<file path="src/rtl/irqa_pkg.sv">
package irqa_pkg;
   typedef enum logic [2:0] {
      SRC_EXT0 = 3'd0, SRC_TMR0 = 3'd1, SRC_EXT1 = 3'd2, SRC_TMR1 = 3'd3,
      SRC_SER  = 3'd4, SRC_ALT2 = 3'd5, SRC_ALT3 = 3'd6
   } src_id_e;

   // Slot numbering skips the reserved slot; address = base + stride * slot.
   function automatic int unsigned slot_addr(int unsigned idx, int unsigned base,
                                             int unsigned stride, int unsigned resv);
      int unsigned slot;
      slot = (idx >= resv) ? idx + 1 : idx;
      return base + stride * slot;
   endfunction
endpackage

</file>
<file path="src/rtl/irqa_req_mux.sv">
module irqa_req_mux #(
   parameter int unsigned NUM_SRC = 7
) (
   input  logic [3:0]         ext_req,
   input  logic [1:0]         tmr_ovf,
   input  logic               ser_rx,
   input  logic               ser_tx,
   input  logic               cmp_req,
   input  logic               pwm_req,
   input  logic               cmp_sel,
   input  logic               pwm_sel,
   output logic [NUM_SRC-1:0] req
);
   import irqa_pkg::*;

   initial begin
      if (NUM_SRC != 7) $error("irqa_req_mux: source map is built for seven sources");
   end

   always_comb begin
      req                 = '0;
      req[int'(SRC_EXT0)] = ext_req[0];
      req[int'(SRC_TMR0)] = tmr_ovf[0];
      req[int'(SRC_EXT1)] = ext_req[1];
      req[int'(SRC_TMR1)] = tmr_ovf[1];
      req[int'(SRC_SER)]  = ser_rx | ser_tx;
      req[int'(SRC_ALT2)] = cmp_sel ? cmp_req : ext_req[2];
      req[int'(SRC_ALT3)] = pwm_sel ? pwm_req : ext_req[3];
   end
endmodule

</file>
<file path="src/rtl/irqa_level_stack.sv">
module irqa_level_stack #(
   parameter int unsigned NUM_LVL = 4,
   localparam int unsigned LVL_W  = $clog2(NUM_LVL)
) (
   input  logic               clk,
   input  logic               rst_n,
   input  logic               set_en,
   input  logic [LVL_W-1:0]   set_lvl,
   input  logic               pop,
   output logic [NUM_LVL-1:0] in_svc,
   output logic [NUM_LVL-1:0] allow
);
   logic [NUM_LVL-1:0] svc_q;
   logic [NUM_LVL-1:0] top_bit;
   logic [NUM_LVL-1:0] set_bit;
   logic [NUM_LVL-1:0] svc_d;

   initial begin
      if (NUM_LVL < 2) $error("irqa_level_stack: need at least two levels");
      if ((1 << LVL_W) != NUM_LVL) $error("irqa_level_stack: level count must be a power of two");
   end

   // Highest set bit of the mask (the running level).
   always_comb begin
      logic found;
      top_bit = '0;
      found   = 1'b0;
      for (int l = NUM_LVL - 1; l >= 0; l--) begin
         if (!found && svc_q[l]) begin
            top_bit[l] = 1'b1;
            found      = 1'b1;
         end
      end
   end

   // allow[l]: no level l or above is in service.
   always_comb begin
      for (int l = 0; l < NUM_LVL; l++) begin
         allow[l] = 1'b1;
         for (int k = l; k < NUM_LVL; k++) begin
            if (svc_q[k]) allow[l] = 1'b0;
         end
      end
   end

   always_comb begin
      set_bit = '0;
      if (set_en) set_bit[set_lvl] = 1'b1;
      svc_d = (svc_q & ~(pop ? top_bit : '0)) | set_bit;
   end

   always_ff @(posedge clk or negedge rst_n) begin
      if (!rst_n) svc_q <= '0;
      else        svc_q <= svc_d;
   end

   assign in_svc = svc_q;

   AST_POP_DROPS_ONE: assert property (@(posedge clk) disable iff (!rst_n)
      (pop && !set_en && (svc_q != '0)) |=> ($countones(svc_q) == $countones($past(svc_q)) - 1));
   AST_ACK_MARKS_LEVEL: assert property (@(posedge clk) disable iff (!rst_n)
      set_en |=> svc_q[$past(set_lvl)]);
endmodule

</file>
<file path="src/rtl/irqa_pick.sv">
module irqa_pick #(
   parameter int unsigned NUM_SRC = 7,
   parameter int unsigned NUM_LVL = 4,
   localparam int unsigned LVL_W  = $clog2(NUM_LVL),
   localparam int unsigned IDX_W  = $clog2(NUM_SRC)
) (
   input  logic               clk,
   input  logic               rst_n,
   input  logic [NUM_SRC-1:0] req,
   input  logic [NUM_SRC-1:0] src_en,
   input  logic               glob_en,
   input  logic [NUM_SRC-1:0] pri_hi,
   input  logic [NUM_SRC-1:0] pri_lo,
   input  logic [NUM_LVL-1:0] allow,
   output logic               win_vld,
   output logic [IDX_W-1:0]   win_idx,
   output logic [LVL_W-1:0]   win_lvl
);
   logic [LVL_W-1:0]   src_lvl [NUM_SRC];
   logic [NUM_SRC-1:0] elig;

   initial begin
      if (LVL_W != 2) $error("irqa_pick: priority is formed from exactly two bits");
   end

   for (genvar s = 0; s < NUM_SRC; s++) begin : g_src
      assign src_lvl[s] = {pri_hi[s], pri_lo[s]};
      assign elig[s]    = req[s] & src_en[s] & glob_en & allow[src_lvl[s]];
   end

   // Highest level first; within a level, lowest index first.
   always_comb begin
      win_vld = 1'b0;
      win_idx = '0;
      win_lvl = '0;
      for (int l = NUM_LVL - 1; l >= 0; l--) begin
         for (int s = 0; s < NUM_SRC; s++) begin
            if (!win_vld && elig[s] && (src_lvl[s] == LVL_W'(l))) begin
               win_vld = 1'b1;
               win_idx = IDX_W'(s);
               win_lvl = LVL_W'(l);
            end
         end
      end
   end

   AST_GLOBAL_MASK: assert property (@(posedge clk) disable iff (!rst_n)
      !glob_en |-> !win_vld);
   AST_WIN_IS_ENABLED: assert property (@(posedge clk) disable iff (!rst_n)
      win_vld |-> (src_en[win_idx] && req[win_idx]));
endmodule

</file>
<file path="src/rtl/irq_arbiter4.sv">
module irq_arbiter4 #(
   parameter int unsigned NUM_SRC    = 7,
   parameter int unsigned NUM_LVL    = 4,
   parameter int unsigned VEC_W      = 8,
   parameter int unsigned VEC_BASE   = 3,
   parameter int unsigned VEC_STRIDE = 8,
   parameter int unsigned RSV_SLOT   = 5,
   parameter int unsigned SER_IDX    = 4,
   localparam int unsigned LVL_W     = $clog2(NUM_LVL),
   localparam int unsigned IDX_W     = $clog2(NUM_SRC)
) (
   input  logic             clk,
   input  logic             rst_n,
   input  logic [3:0]       ext_req,
   input  logic [1:0]       tmr_ovf,
   input  logic             ser_rx,
   input  logic             ser_tx,
   input  logic             cmp_req,
   input  logic             pwm_req,
   input  logic             cmp_sel,
   input  logic             pwm_sel,
   input  logic [6:0]       src_en,
   input  logic             glob_en,
   input  logic [6:0]       pri_hi,
   input  logic [6:0]       pri_lo,
   input  logic             vec_ack,
   input  logic             ret_strobe,
   output logic             irq_out,
   output logic [VEC_W-1:0] vec_addr,
   output logic [6:0]       src_ack
);
   import irqa_pkg::*;

   localparam logic [VEC_W-1:0] RSV_ADDR = VEC_W'(VEC_BASE + VEC_STRIDE * RSV_SLOT);

   initial begin
      if (NUM_SRC != 7) $error("irq_arbiter4: port widths assume seven sources");
      if (SER_IDX >= NUM_SRC) $error("irq_arbiter4: serial index out of range");
      if (VEC_BASE + VEC_STRIDE * NUM_SRC >= (1 << VEC_W))
         $error("irq_arbiter4: vector table does not fit VEC_W");
   end

   logic [NUM_SRC-1:0] req;
   logic [NUM_LVL-1:0] in_svc;
   logic [NUM_LVL-1:0] allow;
   logic               win_vld;
   logic [IDX_W-1:0]   win_idx;
   logic [LVL_W-1:0]   win_lvl;

   logic               pend_q;
   logic [IDX_W-1:0]   pidx_q;
   logic [LVL_W-1:0]   plvl_q;
   logic [VEC_W-1:0]   vec_q;
   logic [NUM_SRC-1:0] ack_q;
   logic               take;
   logic [VEC_W-1:0]   win_addr;
   logic [NUM_SRC-1:0] ack_d;

   irqa_req_mux #(.NUM_SRC(NUM_SRC)) u_mux (
      .ext_req (ext_req), .tmr_ovf (tmr_ovf), .ser_rx (ser_rx), .ser_tx (ser_tx),
      .cmp_req (cmp_req), .pwm_req (pwm_req), .cmp_sel (cmp_sel), .pwm_sel (pwm_sel),
      .req     (req)
   );

   irqa_pick #(.NUM_SRC(NUM_SRC), .NUM_LVL(NUM_LVL)) u_pick (
      .clk (clk), .rst_n (rst_n), .req (req), .src_en (src_en), .glob_en (glob_en),
      .pri_hi (pri_hi), .pri_lo (pri_lo), .allow (allow),
      .win_vld (win_vld), .win_idx (win_idx), .win_lvl (win_lvl)
   );

   assign take = pend_q & vec_ack;

   irqa_level_stack #(.NUM_LVL(NUM_LVL)) u_stack (
      .clk (clk), .rst_n (rst_n), .set_en (take), .set_lvl (plvl_q),
      .pop (ret_strobe), .in_svc (in_svc), .allow (allow)
   );

   always_comb begin
      win_addr = '0;
      for (int s = 0; s < NUM_SRC; s++) begin
         if (win_idx == IDX_W'(s))
            win_addr = VEC_W'(slot_addr(s, VEC_BASE, VEC_STRIDE, RSV_SLOT));
      end
   end

   // Acknowledge pulse for the served source; the serial slot never clears in hardware.
   always_comb begin
      ack_d = '0;
      for (int s = 0; s < NUM_SRC; s++) begin
         if (take && (pidx_q == IDX_W'(s)) && (s != SER_IDX)) ack_d[s] = 1'b1;
      end
   end

   always_ff @(posedge clk or negedge rst_n) begin
      if (!rst_n) begin
         pend_q <= 1'b0;
         pidx_q <= '0;
         plvl_q <= '0;
         vec_q  <= '0;
         ack_q  <= '0;
      end else begin
         ack_q <= ack_d;
         if (take) begin
            pend_q <= 1'b0;
         end else if (!pend_q && win_vld) begin
            pend_q <= 1'b1;
            pidx_q <= win_idx;
            plvl_q <= win_lvl;
            vec_q  <= win_addr;
         end
      end
   end

   assign irq_out  = pend_q;
   assign vec_addr = vec_q;
   assign src_ack  = ack_q;

   AST_HOLD_VEC: assert property (@(posedge clk) disable iff (!rst_n)
      (pend_q && !vec_ack) |=> (pend_q && $stable(vec_q)));
   AST_DROP_ON_ACK: assert property (@(posedge clk) disable iff (!rst_n)
      (pend_q && vec_ack) |=> !pend_q);
   AST_ACK_ONEHOT: assert property (@(posedge clk) disable iff (!rst_n)
      $onehot0(ack_q));
   AST_ACK_CAUSE: assert property (@(posedge clk) disable iff (!rst_n)
      (ack_q != '0) |-> $past(pend_q && vec_ack));
   AST_NO_RSV_ADDR: assert property (@(posedge clk) disable iff (!rst_n)
      pend_q |-> (vec_q != RSV_ADDR));
   AST_NEST_ABOVE: assert property (@(posedge clk) disable iff (!rst_n)
      pend_q |-> allow[plvl_q]);
endmodule

</file>
<file path="config.mk">
export PLATFORM = sky130hd
export DESIGN_NAME = irq_arbiter4
export DESIGN_NICKNAME = d
export VERILOG_FILES = /design/src/rtl/irqa_pkg.sv /design/src/rtl/irqa_req_mux.sv /design/src/rtl/irqa_level_stack.sv /design/src/rtl/irqa_pick.sv /design/src/rtl/irq_arbiter4.sv
export SDC_FILE = /design/constraint.sdc
export NUM_CORES = 1
export LEC_CHECK = 0
export ABC_CLOCK_PERIOD_IN_PS = 3120
export BUFFER_PORTS_ARGS = -buffer_cell sky130_fd_sc_hd__buf_2
export CAP_MARGIN = 30
export CORE_AREA = 2 2 62 64
export DETAILED_ROUTE_END_ITERATION = 8
export DIE_AREA = 0 0 64 66
export GPL_ROUTABILITY_DRIVEN = 0
export PLACE_DENSITY = 0.79
export RECOVER_POWER = 100
export SLEW_MARGIN = 15
export SYNTH_ARGS = -nofsm -noshare
export SYNTH_HDL_FRONTEND = slang
export SYNTH_SLANG_ARGS = --single-unit
</file>
<file path="constraint.sdc">
create_clock -name clk -period 3.12 [get_ports clk]
set_input_delay 0.312 -clock clk [delete_from_list [all_inputs] [get_ports clk]]
set_output_delay 0.312 -clock clk [all_outputs]
set_load 0.005 [all_outputs]
</file>
Word-level counts from Yosys, hierarchy flattened
Cells that the tools add are included.

storage, ports and cells
  register bits = 24
  bits of input ports = 38
  output and inout port bits = 16
  word-level logic and storage cells = 316

cells by class
  magnitude comparators = 9
  equality and inequality tests = 32
  mux-type cells = 134
  bitwise operators = 27
  reduce and logical (&&, ||, !) cells = 108

operators by type and width
  cell                                                                                 number
  3-bit 2-to-1 mux                                                                     24
  1-bit logical AND                                                                    66
  1-bit 2-to-1 mux                                                                     63
  2-bit 2-to-1 mux                                                                     31
  1-bit zero test                                                                      31
  2-bit equality test, second input constant                                           14
  2-bit by 3-bit < comparator with 1-bit output, second input constant                 8
  1-bit bitwise AND                                                                    22
  6-bit 2-to-1 mux                                                                     3
  3-bit equality test, second input constant                                           5
  1-bit binary-select mux with 2-bit select                                            7
  2-bit by 1-bit equality test with 1-bit output, second input constant                7
  2-bit zero test                                                                      7
  3-bit by 2-bit equality test with 1-bit output, second input constant                4
  4-bit 2-to-1 mux                                                                     3
  5-bit 2-to-1 mux                                                                     2
  3-bit by 1-bit equality test with 1-bit output, second input constant                2
  3-bit zero test                                                                      2
  4-bit bitwise AND                                                                    1
  4-bit NOT                                                                            1
  4-bit bitwise OR                                                                     1
  1-bit demux with 2-bit select                                                        1
  2-bit by 1-bit greater-or-equal comparator with 1-bit output, second input constant  1
  2-bit AND reduction                                                                  1
  other kinds (3)                                                                      3

Longest topological paths before layout
  depth after elaboration = 125
  gate-level depth with buffers = 11
  mapped depth without buffers = 9

Hierarchy
Synthesis repeated with hierarchy kept, for this count alone.

unflattened totals
  cells, all modules = 192
  area total of the unflattened synthesis = 1681.6 um2

by module, submodules not included
  module            instances  cells an instance  area an instance (um2)  seq. area each (um2)
  irqa_pick         1          110                749.5                   0.0
  irq_arbiter4      1          55                 665.6                   400.4
  irqa_level_stack  1          20                 200.2                   100.1
  irqa_req_mux      1          7                  66.3                    0.0

Least setup slack after synthesis
Ideal clock, no wire load.

  path type = reg2reg
  start point = reg u_stack.svc_q[2], in the netlist u_stack.in_svc[2]
  end point = reg vec_q[3], in the netlist vec_addr[3]
  library setup time = 0.121 ns
  arrival = 2.242 ns
  data required time = 2.999 ns
  setup slack = 0.757 ns
  stages on the path, launching flop included = 10
  path buffers = 1
  period minus slack after synthesis = 2.363 ns
  cell sequence = dfrtp_1 buf_6 or3_1 a41o_1 and3b_1 nor3b_4 a31o_1 nand4b_4 nand2b_1 a22o_1

on the way
  word-level cells in the longest chain between the ends = 122
  elaborated cells between the ends (all ways) = 178
  classes of those cells = eq/ne (6); mux (81); bitwise (7); reduce/logical (84)

ends and longest elaborated chain
  item                                            line                    RTL
  from (decl)                                     irqa_level_stack.sv:13  logic [NUM_LVL-1:0] svc_q;
  from (signal assigned)                          irqa_level_stack.sv:54  else svc_q <= svc_d;
  1-bit 2-to-1 mux (2 in series)                  irqa_level_stack.sv:41  if (svc_q[k]) allow[l] = 1'b0;
  1-bit binary-select mux with 2-bit select       irqa_pick.sv:28         assign elig[s] = req[s] & src_en[s] & glob_en & allow[src_lvl[s]];
  1-bit 2-to-1 mux (not written as such)          irqa_pick.sv:28
  1-bit bitwise AND                               irqa_pick.sv:28
  1-bit logical AND                               irqa_pick.sv:38         if (!win_vld && elig[s] && (src_lvl[s] == LVL_W'(l))) begin
  1-bit 2-to-1 mux                                irqa_pick.sv:38
  1-bit zero test                                 irqa_pick.sv:38
  1-bit logical AND (2 in series)                 irqa_pick.sv:38
  [100 not listed]                                -
  1-bit 2-to-1 mux                                irqa_pick.sv:38
  1-bit zero test                                 irqa_pick.sv:38
  1-bit logical AND (2 in series)                 irqa_pick.sv:38
  3-bit 2-to-1 mux                                irqa_pick.sv:38
  3-bit by 1-bit equality test with 1-bit output  irq_arbiter4.sv:81      if (win_idx == IDX_W'(s))
  4-bit 2-to-1 mux                                irq_arbiter4.sv:81
  5-bit 2-to-1 mux (2 in series)                  irq_arbiter4.sv:81
  6-bit 2-to-1 mux (3 in series)                  irq_arbiter4.sv:81
  to (signal assigned)                            irq_arbiter4.sv:109     vec_q <= win_addr;
  to (decl)                                       irq_arbiter4.sv:53      logic [VEC_W-1:0] vec_q;

Parallel ways exist; a longest one is shown, timed or not. The select of a mux whose other input is x is not followed.
A chain may end at the register's enable or synchronous reset.

Final worst setup path
  start point = reg u_stack.svc_q[3], in the netlist u_stack.in_svc[3]
  end point = reg vec_q[1], in the netlist vec_addr[1]

on the way
  word-level cells in the longest chain between the ends = 122
  elaborated cells between the ends (all ways) = 178
  classes of those cells = eq/ne (6); mux (80); bitwise (7); reduce/logical (85)

ends and longest elaborated chain
  item                                       line
  1-bit 2-to-1 mux                           irqa_level_stack.sv:41
  1-bit binary-select mux with 2-bit select  irqa_pick.sv:28
  1-bit 2-to-1 mux (not written as such)     irqa_pick.sv:28
  1-bit bitwise AND                          irqa_pick.sv:28
  1-bit logical AND                          irqa_pick.sv:38
  1-bit 2-to-1 mux                           irqa_pick.sv:38
  1-bit zero test                            irqa_pick.sv:38
  1-bit logical AND (2 in series)            irqa_pick.sv:38
  [101 not listed]                           -
  1-bit zero test                            irqa_pick.sv:38
  1-bit logical AND (2 in series)            irqa_pick.sv:38
  3-bit 2-to-1 mux                           irqa_pick.sv:38
  3-bit zero test                            irq_arbiter4.sv:81
  2-bit 2-to-1 mux                           irq_arbiter4.sv:81
  4-bit 2-to-1 mux                           irq_arbiter4.sv:81
  5-bit 2-to-1 mux (2 in series)             irq_arbiter4.sv:81
  6-bit 2-to-1 mux (3 in series)             irq_arbiter4.sv:81

Parallel ways exist; a longest one is shown, timed or not. The select of a mux whose other input is x is not followed.

==> impl_metrics.csv <==
group,metric,value,unit
worst_setup_path,r2r_end,"vec_addr[1]",
place,dp_hpwl,3.35,mm
worst_setup_path,cp-startpoint,"u_stack.in_svc[3]",
global_route,grt_max_degree,21,
worst_setup_path,cp.buffers_inverters,1,
floorplanning,initial_core_util,0.483,
synthesis,synth-edff-count,0,
route,post-route-drc-count,0,
timing,drv_slew,0,
clock_tree,cts_tree,"built",
global_route,grt_pass1_wl,6.89,mm
synthesis,synth.most_common_cell,"dfrtp_1",
clock_tree,cts-root-buf,"clkbuf_4",
timing,setup_viol,0,
route,dr.pass1.iters,5,
synthesis,synth_area,0.00172,mm^2
pwr,finalPower,1.26,mW
timing,fin_skew,0.000797,ns
timing,finalCritPeriodShare,0.879,
finish,design_area,0.00203,mm^2
finish,stdcell_count,296,
route,ant_nets,0,
worst_hold_path,holdPathStages,2,
place,numPortBuffers,49,
clock_tree,cts_buffers,3,
timing,max_freq,365,MHz
floorplanning,fp.dieArea,0.00422,mm^2
pwr,seqPwrFrac,0.357,
clock_tree,path_clk_slew,0.11,ns
pwr,p_clk_frac,0.165,
finish,antenna_cells,0,
synthesis,async_reset_ff_frac,1.00,
pwr,p_sw_frac,0.420,
worst_setup_path,reg2reg_slack,0.38,ns
global_route,grt_usage,0.204,
route,drt_iter0_drc,107,
global_route,antenna_found_initial,0,
worst_setup_path,crit_required,3.31,ns
floorplanning,rows,22,
worst_setup_path,crit_family,"simple AND/OR/NAND/NOR gates",
finish,syn_to_final_growth,18.1,%
synthesis,yosys_warnings,0,
synthesis,yosys.area.top_type_share,0.292,
floorplanning,die_x,64,um
timing,hold_violations,0,
global_route,grt_pass1_vias,1542,
clock_tree,ctsResizeCount,0,
floorplanning,core,0.00355,mm^2
clock_tree,h-tree-depth,1,
timing,slew_headroom,0.317,
pwr,netSwitchingPower,0.527,mW
clock_tree,insertion_delay,0.29,ns
pwr,p_int,0.729,mW
place,place_inst,291,
timing,worst_pin_slew,1.02,ns
worst_hold_path,hold_path_class,"primary input to flip-flop",
synthesis,yosys.area.top_type,"dfrtp_1",
synthesis,synth_common_cells,"dfrtp_1 (20), nor2_1 (17), a21oi_1 (13), nand2_1 (13), nor3_1 (11)",
clock_tree,clock_sinks,20,
route,drt_wl_total,4.13,mm
place,dp_slack,0.502,ns
synthesis,syn_area_per_cell,8.67,um^2
synthesis,synth-seq-area-share,0.292,
synthesis,synth.distinct_cells,55,
timing,rsz0062_at_grt,"no",
worst_setup_path,startpoint_type,"flip-flop",
route,wire_per_inst,14.0,um
worst_setup_path,cp.arrival,2.93,ns
run_status,status,"completed",
worst_setup_path,crit_chain,"nor2b_4, and3_1, and4bb_1, nand2_1, nor2_1, a31oi_1, buf_4, or2_2",
worst_setup_path,path_class,"flip-flop to flip-flop",
synthesis,syn_inst,198,
route,vias,1694,
timing,fin_tns_setup,0,ns
worst_hold_path,min_to,"irq_out",
place,place_area,0.00198,mm^2
timing,min_period,2.74,ns
pwr,power_density,619,mW/mm^2
worst_hold_path,min-delay-start,"vec_ack",
worst_setup_path,endpoint_kind,"flip-flop",
worst_setup_path,r2r_cells,8,
pwr,p_leak,0.959,nW
floorplanning,ios,54,
finish,nets,287,
flow_run,maxCapViolations,0,
worst_setup_path,max_stage_delay,0.58,ns
synthesis,yosys-top-cells-area,"dfrtp_1 (29%), a21oi_1 (3.8%), nor2_1 (3.7%), nor3_1 (3.2%), nand2_1 (2.8%)",
global_route,overflow,0,
floorplanning,die_h,66,um
finish,drive_gt1_frac,0.266,
pwr,ir_worst_vdd,196,uV
worst_setup_path,crit_path_top_delay_cell,"dfrtp_1",
worst_setup_path,reg2reg_from,"u_stack.in_svc[3]",
pwr,pwr-share-comb,0.477,
clock_tree,clock_path_buffers,2,
synthesis,ys_ff_latch,20,
timing,fin_ws,0.378,ns
route,viasPerCell,5.72,
worst_setup_path,crit_path_max_fanout,12,
synthesis,ys.flop_type,"dfrtp_1",
cell usage in the layout (no fill, tap or decap), types with 3 or more instances in the layout:
| cell type | n |
|---|---|
| and3_1 | 7 |
| clkbuf_1 | 6 |
| nand4b_1 | 5 |
| nand2_1 | 13 |
| dfrtp_1 | 20 |
| inv_1 | 8 |
| nand3_1 | 8 |
| buf_2 | 43 |
| a21oi_1 | 13 |
| and4b_1 | 3 |
| nor4_1 | 3 |
| conb_1 | 4 |
| a31oi_1 | 4 |
| nor3_1 | 11 |
| o211ai_1 | 3 |
| nand2b_1 | 6 |
| nor2_1 | 18 |
| nor2b_1 | 3 |
| nand4_1 | 6 |
| nor3b_1 | 3 |
| o21ai_0 | 8 |
| or2_2 | 4 |
| clkbuf_4 | 3 |
power by group through the flow:
stage,clock [mW],sequential (mW),combinational (mW)
after detailed placement,0,0.452,0.596
after floorplan,0,0.424,0.455
after global placement,0,0.449,0.591
final,0.208,0.449,0.600
after global routing,0.224,0.464,0.670
after CTS,0.211,0.447,0.601
state kept, by name, indices dropped and copies added, names as in the netlist:
| name | cells |
|---|---|
| plvl_q | 2 |
| vec_addr | 4 |
| pidx_q | 3 |
| u_stack.in_svc | 4 |
| irq_out | 1 |
| src_ack | 6 |
worst max-delay path by stage:
stage | endpoint | cells past startpoint
final | vec_addr[1] | 8
after global routing | vec_addr[1] | 8
after CTS | vec_addr[3] | 9
after detailed placement | vec_addr[3] | 10
after global placement | vec_addr[3] | 10
after floorplan | vec_addr[3] | 9
metrics by stage:
step / utilization / hold WS [ns]
6_report: 0.571 / 0.266
5_1_grt: 0.571 / 0.287
4_1_cts: 0.574 / 0.262
3_5_place_dp: 0.556 / 0.276
3_3_place_gp: 0.556 / 0.269
2_1_floorplan: - / 0.0164
cell type report:
| class | count | area [um^2] |
|---|---|---|
| fill | 318 | 1520 |
| tap | 48 | 60.1 |
| clock buffer | 3 | 22.5 |
| sequential | 20 | 500 |
| timing repair buffer | 52 | 263 |
| inverter | 8 | 30.0 |
| clock inverter | 1 | 30.0 |
| multi-input combinational | 164 | 1120 |
cell families (layout without fill, tap and decap cells):
logic type             count (synthesis)  in the layout  share of synthesized area
AO/OA/AOI/OAI                         47             47                      0.204
buffers and inverters                 17             64                     0.0598
flip-flops                            20             20                      0.292
multiplexers                           2              2                     0.0124
other                                  1              4                    0.00218
AND/OR/NAND/NOR                      111            111                      0.430
per-layer routing:
layer,track usage,share of wire,up-vias
met2,0.359,0.49,61
met1,0.258,0.46,782
met5,0,0,-
li1,-,-,845
met3,0.0290,0.042,6
met4,0.0625,0.011,0
worst register-to-register path, cell delays in order, from the launching register on:
cell and delay [ns]:
dfrtp_1 0.58, nor2b_4 0.15, and3_1 0.22, and4bb_1 0.36
nand2_1 0.12, nor2_1 0.48, a31oi_1 0.22, buf_4 0.23
or2_2 0.27
what timing repair did:
action | 4_1_cts | 5_1_grt
endpoints found under the hold margin | 20 | 0
setup buffers | 0 | 0
hold buffers | 1 | 0
Power figures use the tool's default switching activity.
